### src/rtl/jtf_pkg.sv
package jtf_pkg;

  localparam int IR_W = 16;

  typedef enum logic [3:0] {
    S_TLR, S_RTI,
    S_SEL_DR, S_CAP_DR, S_SH_DR, S_EX1_DR, S_PA_DR, S_EX2_DR, S_UPD_DR,
    S_SEL_IR, S_CAP_IR, S_SH_IR, S_EX1_IR, S_PA_IR, S_EX2_IR, S_UPD_IR
  } tap_state_e;

  typedef enum logic [2:0] {
    SEL_PASS, SEL_BSR, SEL_ID, SEL_FCTL, SEL_FSCL, SEL_FADR, SEL_FDAT
  } dr_sel_e;

  localparam logic [IR_W-1:0] OP_PINDRIVE = 16'h0000;
  localparam logic [IR_W-1:0] OP_PINSAMP  = 16'h0002;
  localparam logic [IR_W-1:0] OP_IDENT    = 16'h0004;
  localparam logic [IR_W-1:0] OP_FCTL     = 16'h0082;
  localparam logic [IR_W-1:0] OP_FSCL     = 16'h0083;
  localparam logic [IR_W-1:0] OP_FADR     = 16'h0084;
  localparam logic [IR_W-1:0] OP_FDAT     = 16'h0085;
  localparam logic [IR_W-1:0] IR_CAP_PAT  = 16'h0001;

  function automatic dr_sel_e decode_op(input logic [IR_W-1:0] op);
    dr_sel_e s;
    case (op)
      OP_PINDRIVE, OP_PINSAMP: s = SEL_BSR;
      OP_IDENT:                s = SEL_ID;
      OP_FCTL:                 s = SEL_FCTL;
      OP_FSCL:                 s = SEL_FSCL;
      OP_FADR:                 s = SEL_FADR;
      OP_FDAT:                 s = SEL_FDAT;
      default:                 s = SEL_PASS;
    endcase
    return s;
  endfunction

endpackage

### src/rtl/jtf_fsm.sv
module jtf_fsm
  import jtf_pkg::*;
(
  input  logic       tck,
  input  logic       tms,
  output tap_state_e state
);

  tap_state_e nxt;

  always_comb begin
    unique case (state)
      S_TLR:    nxt = tms ? S_TLR    : S_RTI;
      S_RTI:    nxt = tms ? S_SEL_DR : S_RTI;
      S_SEL_DR: nxt = tms ? S_SEL_IR : S_CAP_DR;
      S_CAP_DR: nxt = tms ? S_EX1_DR : S_SH_DR;
      S_SH_DR:  nxt = tms ? S_EX1_DR : S_SH_DR;
      S_EX1_DR: nxt = tms ? S_UPD_DR : S_PA_DR;
      S_PA_DR:  nxt = tms ? S_EX2_DR : S_PA_DR;
      S_EX2_DR: nxt = tms ? S_UPD_DR : S_SH_DR;
      S_UPD_DR: nxt = tms ? S_SEL_DR : S_RTI;
      S_SEL_IR: nxt = tms ? S_TLR    : S_CAP_IR;
      S_CAP_IR: nxt = tms ? S_EX1_IR : S_SH_IR;
      S_SH_IR:  nxt = tms ? S_EX1_IR : S_SH_IR;
      S_EX1_IR: nxt = tms ? S_UPD_IR : S_PA_IR;
      S_PA_IR:  nxt = tms ? S_EX2_IR : S_PA_IR;
      S_EX2_IR: nxt = tms ? S_UPD_IR : S_SH_IR;
      S_UPD_IR: nxt = tms ? S_SEL_DR : S_RTI;
    endcase
  end

  always_ff @(posedge tck) state <= nxt;

endmodule

### src/rtl/jtf_ir.sv
module jtf_ir
  import jtf_pkg::*;
(
  input  logic            tck,
  input  logic            tdi,
  input  tap_state_e      st,
  output logic [IR_W-1:0] ir_q,
  output logic [IR_W-1:0] ir_sr,
  output dr_sel_e         sel,
  output logic            pin_mode
);

  always_ff @(posedge tck) begin
    case (st)
      S_TLR:    ir_q  <= OP_IDENT;
      S_CAP_IR: ir_sr <= IR_CAP_PAT;
      S_SH_IR:  ir_sr <= {tdi, ir_sr[IR_W-1:1]};
      S_UPD_IR: ir_q  <= ir_sr;
      default: ;
    endcase
  end

  assign sel      = decode_op(ir_q);
  assign pin_mode = (ir_q == OP_PINDRIVE);

endmodule

### src/rtl/jtf_dreg.sv
module jtf_dreg
  import jtf_pkg::*;
#(
  parameter int W = 8
) (
  input  logic         tck,
  input  logic         tdi,
  input  tap_state_e   st,
  input  logic         en,
  input  logic [W-1:0] cap,
  output logic         so,
  output logic [W-1:0] q,
  output logic         stb
);

  logic [W-1:0] sr;

  always_ff @(posedge tck) begin
    stb <= 1'b0;
    if (st == S_TLR) begin
      q <= '0;
    end else if (en) begin
      case (st)
        S_CAP_DR: sr <= cap;
        S_SH_DR:  sr <= {tdi, sr[W-1:1]};
        S_UPD_DR: begin
          q   <= sr;
          stb <= 1'b1;
        end
        default: ;
      endcase
    end
  end

  assign so = sr[0];

endmodule

### src/rtl/jtag_flash_tap.sv
module jtag_flash_tap
  import jtf_pkg::*;
#(
  parameter int          BSR_LEN  = 8,
  parameter int          CTL_W    = 8,
  parameter int          SCL_W    = 8,
  parameter int          ADR_W    = 16,
  parameter int          DAT_W    = 8,
  parameter logic [31:0] ID_VALUE = 32'h1A06_0243
) (
  input  logic               tck,
  input  logic               tms,
  input  logic               tdi,
  output logic               tdo,
  output logic               tdo_oe,
  input  logic [BSR_LEN-1:0] pin_sense,
  output logic [BSR_LEN-1:0] pin_drive,
  output logic               pin_test_mode,
  output logic               bsr_stb,
  input  logic [CTL_W-1:0]   fctl_cap,
  output logic [CTL_W-1:0]   fctl_q,
  output logic               fctl_stb,
  input  logic [SCL_W-1:0]   fscl_cap,
  output logic [SCL_W-1:0]   fscl_q,
  output logic               fscl_stb,
  input  logic [ADR_W-1:0]   fadr_cap,
  output logic [ADR_W-1:0]   fadr_q,
  output logic               fadr_stb,
  input  logic [DAT_W-1:0]   fdat_cap,
  output logic [DAT_W-1:0]   fdat_q,
  output logic               fdat_stb
);

  localparam int ID_W = 32;

  tap_state_e      fsm_state;
  logic [IR_W-1:0] ir_q;
  logic [IR_W-1:0] ir_sr;
  dr_sel_e         sel;
  logic            so_bsr, so_ctl, so_scl, so_adr, so_dat;
  logic            pass_bit;
  logic [ID_W-1:0] id_sr;
  logic            dr_bit, out_bit, shifting;

  jtf_fsm u_fsm (.tck(tck), .tms(tms), .state(fsm_state));

  jtf_ir u_ir (
    .tck(tck), .tdi(tdi), .st(fsm_state),
    .ir_q(ir_q), .ir_sr(ir_sr), .sel(sel), .pin_mode(pin_test_mode)
  );

  jtf_dreg #(.W(BSR_LEN)) u_bsr (
    .tck(tck), .tdi(tdi), .st(fsm_state), .en(sel == SEL_BSR),
    .cap(pin_sense), .so(so_bsr), .q(pin_drive), .stb(bsr_stb)
  );
  jtf_dreg #(.W(CTL_W)) u_fctl (
    .tck(tck), .tdi(tdi), .st(fsm_state), .en(sel == SEL_FCTL),
    .cap(fctl_cap), .so(so_ctl), .q(fctl_q), .stb(fctl_stb)
  );
  jtf_dreg #(.W(SCL_W)) u_fscl (
    .tck(tck), .tdi(tdi), .st(fsm_state), .en(sel == SEL_FSCL),
    .cap(fscl_cap), .so(so_scl), .q(fscl_q), .stb(fscl_stb)
  );
  jtf_dreg #(.W(ADR_W)) u_fadr (
    .tck(tck), .tdi(tdi), .st(fsm_state), .en(sel == SEL_FADR),
    .cap(fadr_cap), .so(so_adr), .q(fadr_q), .stb(fadr_stb)
  );
  jtf_dreg #(.W(DAT_W)) u_fdat (
    .tck(tck), .tdi(tdi), .st(fsm_state), .en(sel == SEL_FDAT),
    .cap(fdat_cap), .so(so_dat), .q(fdat_q), .stb(fdat_stb)
  );

  // pass-through and identification stages have no update side
  always_ff @(posedge tck) begin
    if (sel == SEL_PASS) begin
      if (fsm_state == S_CAP_DR)     pass_bit <= 1'b0;
      else if (fsm_state == S_SH_DR) pass_bit <= tdi;
    end
    if (sel == SEL_ID) begin
      if (fsm_state == S_CAP_DR)     id_sr <= ID_VALUE;
      else if (fsm_state == S_SH_DR) id_sr <= {tdi, id_sr[ID_W-1:1]};
    end
  end

  always_comb begin
    case (sel)
      SEL_BSR:  dr_bit = so_bsr;
      SEL_ID:   dr_bit = id_sr[0];
      SEL_FCTL: dr_bit = so_ctl;
      SEL_FSCL: dr_bit = so_scl;
      SEL_FADR: dr_bit = so_adr;
      SEL_FDAT: dr_bit = so_dat;
      default:  dr_bit = pass_bit;
    endcase
  end

  assign shifting = (fsm_state == S_SH_DR) || (fsm_state == S_SH_IR);
  assign out_bit  = (fsm_state == S_SH_IR) ? ir_sr[0] : dr_bit;

  always_ff @(negedge tck) begin
    tdo_oe <= shifting;
    tdo    <= shifting & out_bit;
  end

endmodule

### config.mk
export PLATFORM = sky130hd
export DESIGN_NAME = jtag_flash_tap
export DESIGN_NICKNAME = d
export VERILOG_FILES = /design/src/rtl/jtf_pkg.sv /design/src/rtl/jtf_fsm.sv /design/src/rtl/jtf_ir.sv /design/src/rtl/jtf_dreg.sv /design/src/rtl/jtag_flash_tap.sv
export SDC_FILE = /design/constraint.sdc
export NUM_CORES = 1
export LEC_CHECK = 0
export ABC_AREA = 1
export BUFFER_PORTS_ARGS = -buffer_cell sky130_fd_sc_hd__buf_2
export CORE_UTILIZATION = 27
export CTS_BUF_LIST = sky130_fd_sc_hd__clkbuf_2
export DETAILED_ROUTE_END_ITERATION = 7
export HOLD_SLACK_MARGIN = 0.08
export PLACE_DENSITY = 0.44
export SLEW_MARGIN = 25
export SYNTH_ARGS = -nofsm -noshare
export SYNTH_HDL_FRONTEND = slang
export SYNTH_HIERARCHICAL = 1
export SYNTH_SLANG_ARGS = --single-unit
### constraint.sdc
create_clock -name tck -period 3.4 [get_ports tck]
set_input_delay 0.68 -clock tck [delete_from_list [all_inputs] [get_ports tck]]
set_output_delay 0.68 -clock tck [all_outputs]
set_load 0.01 [all_outputs]
==> flow_metrics.py <==
metrics = {
    "critical_path": {
        "startpoint_type": "register",
        "path_cells": "buf_6",
        "cp_slowest_cell": "dfxtp_4",
        "worst-path-buf-inv": 1,
        "critPathKind": "reg2out",
        "cp_slowest_stage_delay_ns": 0.36,
        "required_ns": 2.72,
        "path_max_fanout": 1,
        "cp-end-kind": "primary output",
        "cp_top_family": "flip-flops",
        "cp_data_arrival_time_ns": 2.89,
    },
    "status": {
        "violations": "setup timing",
        "outcome": "complete, but fails checks",
    },
    "placement": {
        "gp_congestion": 0.7366,
        "hpwl_um": 12290,
        "port_buffers": 106,
        "dp_slack_ns": -0.03813,
    },
    "timing": {
        "grt_setup_unrepaired": "yes",
        "finalHoldViolCount": 0,
        "slew_viol_final": 0,
        "tightest_slew_ns": 0.6263,
        "fin_tns_setup_ns": -0.2997,
        "max_slew_margin_pct": 58.14,
        "fin_ws_ns": -0.1662,
        "finalSetupViolCount": 2,
        "skew_ns": 0.1149,
    },
    "yosys": {
        "synth_flop_cell": "edfxtp_1",
        "ys_async_sr_fraction_pct": 0,
        "synth_edf_count": 113,
        "synth_top_cell_by_area": "edfxtp_1",
        "yosysTopAreaCellShare_pct": 40.62,
        "ys_ff_latch": 172,
        "ys_types": 28,
        "yosysWarnings": 6,
        "synth.yosys.seq_area_share_pct": 54.76,
        "synth_common_cells": "inv_1 (227), nand2_1 (209), nor2_1 (123)",
        "synth_most_common_cell": "inv_1",
        "netlist_area_um2": 8353,
        "synth.area.top_cells": "edfxtp_1 (41%), dfxtp_1 (14%), inv_1 (10%), nand2_1 (9.4%), nor2_1 (5.5%)",
        "synthesis.nets": 1020,
        "syn_inst": 969,
        "synth.avg_cell_area_um2": 8.620,
    },
    "cells_and_area": {
        "post-route-util_pct": 32.63,
        "areaGrowthSynthToFinish_pct": 19.19,
        "fill_cells": 3275,
        "fin_nets": 1169,
        "drive_above_1_share_pct": 25.20,
    },
    "route": {
        "via_count": 6192,
        "drc": 0,
        "wl_per_cell_um": 11.71,
        "postRouteAntennaNets": 0,
        "drt_pass1_iterations": 5,
        "wl_um": 17900,
        "avgViaCountPerCell": 4.052,
        "drtIter0Drc": 324,
    },
    "power_and_ir_drop": {
        "ir_drop_uv": 223.5,
        "finalPower_mw": 5.581,
        "power_density_nw_per_um2": 560.5,
        "p_comb_share_pct": 33.6,
        "p_clk_share_pct": 21.5,
        "leakage_nw": 4.755,
        "p_switching_mw": 2.323,
        "switching_share_pct": 41.63,
        "power.internal_mw": 3.258,
        "p_seq_share_pct": 44.9,
    },
    "clock_tree": {
        "cts_buffers": 17,
        "insertion_delay_ns": 0.79,
        "cts_root_buffer": "clkbuf_2",
        "cts_sinks": 172,
        "tritoncts": "yes",
        "path_clk_slew_ns": 0.34,
        "cts_htree_levels": 4,
        "clockBufferDepth": 2,
    },
    "global_routing": {
        "grt_pass1_vias": 5881,
        "grt-ovfl-total": 0,
        "antenna_found_initial": 1,
        "globalRouteTotalUtil_pct": 11.82,
        "grt_max_degree": 34,
        "grt_first_pass_wirelength_um": 29450,
    },
    "die": {
        "die_h_um": 177.9,
        "dieArea_um2": 31640,
        "fp.dieW_um": 177.9,
        "start_util_pct": 27.38,
        "coreArea_um2": 30510,
        "fp-row-count": 64,
        "io_pins": 107,
    },
    "flow_run": {
        "cap_violations": 0,
    },
    "hold_path": {
        "hp-class": "in2reg",
    },
}
## layout make-up
| type | instances | area (µm²) | area share [%] |
|---|---|---|---|
| clock inverter | 17 | 209.0 | 2.099 |
| tap | 396 | 495.5 | 4.977 |
| sequential | 172 | 4579 | 46.00 |
| antenna | 1 | 2.502 | 0.02514 |
| clock buffer | 17 | 85.08 | 0.8546 |
| timing repair buffer | 156 | 964.7 | 9.690 |
| inverter | 240 | 903.4 | 9.074 |
| multi-input combinational | 529 | 2716 | 27.28 |
## sequential cells by signal, indices dropped and copies added (netlist names), 4 cells and up
register,flops
id_sr,32
u_fadr/q,16
u_fadr/sr,16
u_ir/ir_q,16
u_ir/ir_sr,16
u_bsr/q,8
u_bsr/sr,8
u_fctl/q,8
u_fctl/sr,8
u_fdat/q,8
u_fdat/sr,8
u_fscl/q,8
u_fscl/sr,8
u_fsm/state,4
## stage by stage
| step | std cells | instance area [µm²] | hold WS, ns |
|---|---|---|---|
| finish | 1528 | 9956 | 0.1772 |
| global route | 1528 | 9956 | 0.08087 |
| CTS | 1524 | 9913 | 0.08340 |
| detailed placement | 1474 | 9392 | 0.4879 |
| global placement | 1474 | 9392 | 0.4826 |
| floorplan | 969 | 8357 | 0.4818 |
## repair_timing
action,CTS,global route
pin swaps,10,2
resized for setup,20,4
hold buffers,14,3
setup buffers,3,0
hold endpoints to repair,14,3
setup endpoints to repair,3,3
## final timing paths
kind	cells after the start	end	slack, ns	startpoint
max	1	tdo	-0.17	tdo
min	3	u_fadr/sr[13]	0.18	fadr_cap[13]
max reg2reg	12	tdo	0	u_ir/ir_q[13]
min reg2reg	4	u_fadr/q[12]	0.52	u_fadr/q[12]
## power by group through the flow
stage / Clock (mW) / Sequential (mW) / Combinational, mW
2_1_floorplan: 0.00553 / 2.65 / 1.35
3_3_place_gp: 0.00553 / 2.54 / 1.88
3_5_place_dp: 0.00553 / 2.54 / 1.87
4_1_cts: 1.28 / 2.51 / 1.91
5_1_grt: 1.35 / 2.52 / 2.15
6_report: 1.20 / 2.50 / 1.88
## routing by layer
layer	GRT usage (%)	up-vias	part of all wire [%]
li1	-	3318	-
met1	15.84	2785	50
met2	19.05	80	46
met3	2.335	9	3.0
met4	3.632	0	1.2
met5	0	-	0
## kinds of logic after synthesis
group	synth area share, %
compound gates	5.273
simple gates	26.48
flops	54.76
buf+inv	13.48
## placed cells by master, fill, tap and decap left out, types with 5 or more instances in the layout
cell type / count
a21oi_1: 5
o21ai_1: 11
o21ai_2: 32
nor2_1: 119
nand2_1: 205
nand4_1: 61
dlygate4sd3_1: 17
buf_4: 32
buf_2: 104
inv_2: 15
nor2_2: 21
dfxtp_1: 57
clkinv_8: 6
o21ai_0: 6
or2_2: 9
nor2_4: 5
nand3_2: 16
nand3_4: 5
inv_1: 226
nand3_1: 15
clkbuf_2: 17
edfxtp_1: 113
Power figures use the tool's default switching activity.
